`config.mk`:
```
export PLATFORM = sky130hd
export DESIGN_NAME = quiz_buzzer_ctrl
export DESIGN_NICKNAME = d
export VERILOG_FILES = /design/src/rtl/quiz_pkg.sv /design/src/rtl/quiz_arbiter.sv /design/src/rtl/quiz_window.sv /design/src/rtl/quiz_score_bank.sv /design/src/rtl/quiz_buzzer_ctrl.sv
export SDC_FILE = /design/constraint.sdc
export NUM_CORES = 1
export LEC_CHECK = 0
export BUFFER_PORTS_ARGS = -buffer_cell sky130_fd_sc_hd__buf_4
export CELL_PAD_IN_SITES_DETAIL_PLACEMENT = 2
export CELL_PAD_IN_SITES_GLOBAL_PLACEMENT = 2
export CORE_MARGIN = 5
export CORE_UTILIZATION = 40
export CTS_BUF_LIST = sky130_fd_sc_hd__clkbuf_8
export CTS_CLUSTER_DIAMETER = 80
export DETAILED_ROUTE_END_ITERATION = 10
export PLACE_DENSITY = 0.93
export SLEW_MARGIN = 20
export SYNTH_ARGS = -nofsm -noshare
export SYNTH_HDL_FRONTEND = slang
export SYNTH_SLANG_ARGS = --single-unit
export TNS_END_PERCENT = 10
```
`constraint.sdc`:
```
create_clock -name clk -period 3.6 [get_ports clk]
set_clock_uncertainty 0.05 [all_clocks]
set_input_delay 0.18 -clock clk [delete_from_list [all_inputs] [get_ports clk]]
set_output_delay 0.18 -clock clk [all_outputs]
set_load 0.005 [all_outputs]
```
`src/rtl/quiz_pkg.sv`:
```
package quiz_pkg;
  localparam int SCORE_W = 4;
  typedef logic [SCORE_W-1:0] score_t;

  localparam logic [2:0] RGB_RED   = 3'b100;
  localparam logic [2:0] RGB_GREEN = 3'b010;
  localparam logic [2:0] RGB_BLUE  = 3'b001;

  typedef enum logic [1:0] {PH_IDLE, PH_OPEN, PH_LATE} phase_e;

  function automatic score_t sat_step(input score_t v, input logic up,
                                      input score_t top);
    if (up) return (v >= top) ? top : v + score_t'(1);
    return (v == '0) ? v : v - score_t'(1);
  endfunction
endpackage

```
`src/rtl/quiz_arbiter.sv`:
```
module quiz_arbiter #(
  parameter int N_PLAYERS = 4
) (
  input  logic                 clk,
  input  logic                 rst_n,
  input  logic [N_PLAYERS-1:0] buzz,
  input  logic                 rearm,
  output logic [N_PLAYERS-1:0] winner,
  output logic                 grant_evt
);
  logic [N_PLAYERS-1:0] lowest;

  assign lowest    = buzz & (~buzz + N_PLAYERS'(1));
  assign grant_evt = ~|winner & |buzz & ~rearm;

  always_ff @(posedge clk or negedge rst_n) begin
    if (!rst_n)         winner <= '0;
    else if (rearm)     winner <= '0;
    else if (grant_evt) winner <= lowest;
  end
endmodule

```
`src/rtl/quiz_window.sv`:
```
module quiz_window #(
  parameter int TICKS = 30
) (
  input  logic                       clk,
  input  logic                       rst_n,
  input  logic                       start,
  input  logic                       clear,
  input  logic                       holding,
  input  logic                       tick,
  output logic                       expired,
  output logic [$clog2(TICKS+1)-1:0] count
);
  localparam int CNT_W = $clog2(TICKS + 1);
  localparam logic [CNT_W-1:0] LAST = CNT_W'(TICKS - 1);

  always_ff @(posedge clk or negedge rst_n) begin
    if (!rst_n) begin
      count   <= '0;
      expired <= 1'b0;
    end else if (start || clear) begin
      count   <= '0;
      expired <= 1'b0;
    end else if (holding && !expired && tick) begin
      if (count == LAST) begin
        count   <= '0;
        expired <= 1'b1;
      end else begin
        count <= count + CNT_W'(1);
      end
    end
  end
endmodule

```
`src/rtl/quiz_score_bank.sv`:
```
module quiz_score_bank
  import quiz_pkg::*;
#(
  parameter int N_PLAYERS  = 4,
  parameter int SCORE_INIT = 5,
  parameter int SCORE_MAX  = 9
) (
  input  logic                 clk,
  input  logic                 rst_n,
  input  logic                 new_game,
  input  logic                 enable,
  input  logic [N_PLAYERS-1:0] winner,
  input  logic                 inc,
  input  logic                 dec,
  output score_t               score_sel
);
  localparam score_t INIT_V = score_t'(SCORE_INIT);
  localparam score_t MAX_V  = score_t'(SCORE_MAX);

  score_t score_q [N_PLAYERS];
  logic   adjust;

  assign adjust = enable & (inc ^ dec);

  always_ff @(posedge clk or negedge rst_n) begin
    if (!rst_n) begin
      for (int i = 0; i < N_PLAYERS; i++) score_q[i] <= INIT_V;
    end else if (new_game) begin
      for (int i = 0; i < N_PLAYERS; i++) score_q[i] <= INIT_V;
    end else if (adjust) begin
      for (int i = 0; i < N_PLAYERS; i++)
        if (winner[i]) score_q[i] <= sat_step(score_q[i], inc, MAX_V);
    end
  end

  always_comb begin
    score_sel = '0;
    for (int i = 0; i < N_PLAYERS; i++)
      if (winner[i]) score_sel = score_sel | score_q[i];
  end
endmodule

```
`src/rtl/quiz_buzzer_ctrl.sv`:
```
module quiz_buzzer_ctrl
  import quiz_pkg::*;
#(
  parameter int N_PLAYERS    = 4,
  parameter int WINDOW_TICKS = 30,
  parameter int SCORE_INIT   = 5,
  parameter int SCORE_MAX    = 9
) (
  input  logic                 clk,
  input  logic                 rst_n,
  input  logic [N_PLAYERS-1:0] buzz,
  input  logic                 rearm,
  input  logic                 new_game,
  input  logic                 inc,
  input  logic                 dec,
  input  logic                 tick,
  output logic [N_PLAYERS-1:0] winner,
  output logic [2:0]           status_rgb,
  output logic [SCORE_W-1:0]   score_bcd
);
  localparam int CNT_W = $clog2(WINDOW_TICKS + 1);

  logic             grant_evt;
  logic             holding;
  logic             expired;
  logic [CNT_W-1:0] win_count;
  phase_e           phase;

  quiz_arbiter #(.N_PLAYERS(N_PLAYERS)) u_arb (
    .clk(clk), .rst_n(rst_n), .buzz(buzz), .rearm(rearm),
    .winner(winner), .grant_evt(grant_evt)
  );

  assign holding = |winner;

  quiz_window #(.TICKS(WINDOW_TICKS)) u_win (
    .clk(clk), .rst_n(rst_n), .start(grant_evt), .clear(rearm),
    .holding(holding), .tick(tick), .expired(expired), .count(win_count)
  );

  quiz_score_bank #(
    .N_PLAYERS(N_PLAYERS), .SCORE_INIT(SCORE_INIT), .SCORE_MAX(SCORE_MAX)
  ) u_score (
    .clk(clk), .rst_n(rst_n), .new_game(new_game),
    .enable(holding & ~expired), .winner(winner),
    .inc(inc), .dec(dec), .score_sel(score_bcd)
  );

  always_comb begin
    if (!holding)     phase = PH_IDLE;
    else if (expired) phase = PH_LATE;
    else              phase = PH_OPEN;
    case (phase)
      PH_OPEN: status_rgb = RGB_BLUE;
      PH_LATE: status_rgb = RGB_RED;
      default: status_rgb = RGB_GREEN;
    endcase
  end
endmodule

```
==> flow_summary.toml <==
[outcome]
status = "complete, no violations"

[setup_path]
critPathRequiredTime_ns = 3.73
startpoint_type = "flip-flop"
path_max_fanout = 9
worstPathCellList = "inv_1 > ha_1 > nor4b_1 > nor4b_2 > a21oi_1 > nor4_1"
worst-endpoint-arrival_ns = 2.41
slowest_delay_ns = 0.68
crit_slowest_cell = "nor4b_2"
crit_path_end_kind = "flip-flop"
critPathKind = "flip-flop to flip-flop"

[yosys]
yosysWarnings = 0
synth_largest_area_cell = "dfrtp_1"
syn_inst = 225
ys_top_cells_by_area = "dfrtp_1 23%, ha_1 11%, dfstp_2 11%"
synth_fp_nets = 253
synth_commonest_cells = "26 x nor2_1, 18 x dfrtp_1, 17 x ha_1"
ys_types = 52
netlist_area_sq_um = 1966
yosysMostFrequentCell = "nor2_1"
synth_edf_count = 0
syn_area_per_cell_sq_um = 8.736
ys_seq_area_frac = 0.3361
synthArstFlopShare = 1.000
synth-seq-cells = 26
netlist.area_leader.share = 0.2292
ys.flop_type = "dfrtp_1"

[run]
max_cap_violations = 0

[timing]
timing.hold.ws_ns = 0.04930
slew_viol_final = 0
finalCritPeriodShare = 0.6335
tightest_slew_ns = 0.8156
timing.final.crit_period_ns = 2.280
setup_tns_ns = 0
relSlewSlack = 0.4422
grt_setup_unrepaired = "no"
setup_viol = 0
hold_viol = 0
max_freq_mhz = 438.5

[power_and_ir_drop]
p_sw_frac = 0.3404
switchingPower_w = 0.0002462
power_frac_comb = 0.279
internal-power_w = 0.0004770
p_per_area_nw_per_um2 = 327.1
leakagePower_nw = 0.9373
p_seq_frac = 0.479
p_clk_frac = 0.241
ir_worst_vdd_mv = 0.1665

[clock_tree]
cts_tree = "yes"
clk_pin_slew_ns = 0.09
clock-sinks = 26
cts_max_path_buffers = 2
clk_latency_ns = 0.28
cts_buffers = 3
ctsResizeCount = 0
cts_root_buf = "clkbuf_8"
cts_htree_levels = 1
cts_setup_buffers = 0

[floorplan]
pin_count = 22
die_x_um = 80.10
rows = 25
start_util = 0.4134
core_area_sq_um = 4755
die_height_um = 80.10
dieArea_sq_um = 6416

[global_route]
grt_max_degree = 36
antenna_found_initial = 0
grt_pass1_vias = 2021
grt_pass1_wl_mm = 10.21
track_usage = 0.2030
grt-ovfl-total = 0

[worst_hold_path]
hp-class = "input port to flip-flop"

[drt]
wl_per_cell_um = 18.93
first_pass_iters = 4
vias = 1817
drc_errors = 0
via_per_inst = 5.919
dr.first_iter.drc_count = 61
drt-total-wl_mm = 5.813
drtAntennaViolNets = 0

[finish]
drive_gt1_frac = 0.1708
multi_input_area_sq_um = 1201
stdcell_area_sq_um = 2211
ff_latch_area_sq_um = 660.6
fin_cells = 307
nNetsFinal = 269
fillers = 553
syn2layout_area_growth_pct = 12.48
n_antenna_cell = 0

[place]
gp_congestion = 0.7827
placed_area_sq_um = 2156
dp_hpwl_mm = 4.288
port_buffers = 21
dpl.cell_count = 302
-- layout make-up --
type,instances,share of cell area
clock inverters,1,0.001698
well taps,67,0.03792
multi-input cells,174,0.5433
clock buffers,3,0.01868
flip-flops and latches,26,0.2988
repair buffers,22,0.07583
inverters,14,0.02377
-- what timing repair did --
| item | CTS | global route |
|---|---|---|
| setup endpoints to repair | 0 | 0 |
| endpoints found under the hold margin | 18 | 0 |
| hold buffers | 1 | 0 |
-- layout by cell type, fill, tap and decap left out, types with 4 or more instances in the layout --
cell type   n
ha_1       17
o21ai_0    10
nand2_1    13
nor2_1     26
dfstp_2     8
a31oi_1     6
a22oi_1     8
buf_4      21
nor4b_1     4
dfrtp_1    18
nand3_1     9
inv_1      15
nor4_1      4
nor3_1     12
a21oi_1    16
-- per-stage QoR --
stage	util	power, W	setup WS (ns)
CTS	0.4650	0.0007309	1.312
global placement	0.4534	0.0005421	1.465
global route	0.4650	0.0007707	1.154
floorplan	-	0.0004651	1.607
detailed placement	0.4534	0.0005527	1.333
finish	0.4650	0.0007232	1.320
-- state kept, by name (all words and copies together) (netlist names) --
name             count
u_win.count          5
u_score.score_q     16
u_arb.winner         4
u_win.expired        1
-- cell families after synthesis --
group                    share of synthesized area
multiplexers                              0.005093
AO/OA/AOI/OAI                               0.2043
adder cells (fa/ha/maj)                     0.1082
buffers and inverters                      0.05283
XOR/XNOR                                   0.03183
flip-flops                                  0.3361
AND/OR/NAND/NOR                             0.2616
-- worst paths after layout --
path | start | end | slack, ns | cells past startpoint
worst max register to register | u_score.score_q[4] | u_score.score_q[7] | 1.32 | 6
worst min register to register | u_win.count[3] | u_win.count[3] | 0.50 | 1
worst min-delay path | rearm | u_arb.winner[1] | 0.05 | 2
worst max-delay path | u_score.score_q[4] | u_score.score_q[7] | 1.32 | 6
max in group asynchronous | rst_n | u_score.score_q[8] | 2.90 | 2
min in group asynchronous | rst_n | u_score.score_q[3] | 0.30 | 2
-- power groups by stage --
stage / Clock (W) / Combinational (W) / Sequential [W]
after floorplan: 0 / 0.000129 / 0.000336
after global placement: 0 / 0.000193 / 0.000350
after detailed placement: 0 / 0.000202 / 0.000351
after CTS: 0.000179 / 0.000205 / 0.000346
after global routing: 0.000192 / 0.000227 / 0.000351
final: 0.000175 / 0.000202 / 0.000347
-- critical path: cells and delay by family, from the launching register on --
family / cells / cell delay (ns)
adder cells (fa/ha/maj): 1 / 0.19
flip-flops: 1 / 0.61
AND/OR/NAND/NOR: 3 / 1.11
AO/OA/AOI/OAI: 1 / 0.15
buffers and inverters: 1 / 0.08
-- per-layer routing --
layer | GRT usage | routed length [um] | up-vias
met1 | 0.2551 | 2678 | 924
met5 | 0 | 0 | -
li1 | - | - | 857
met4 | 0.04561 | 57 | 0
met2 | 0.3675 | 2923 | 29
met3 | 0.02578 | 153 | 7
No activity file was read; power rests on OpenSTA's default activity.
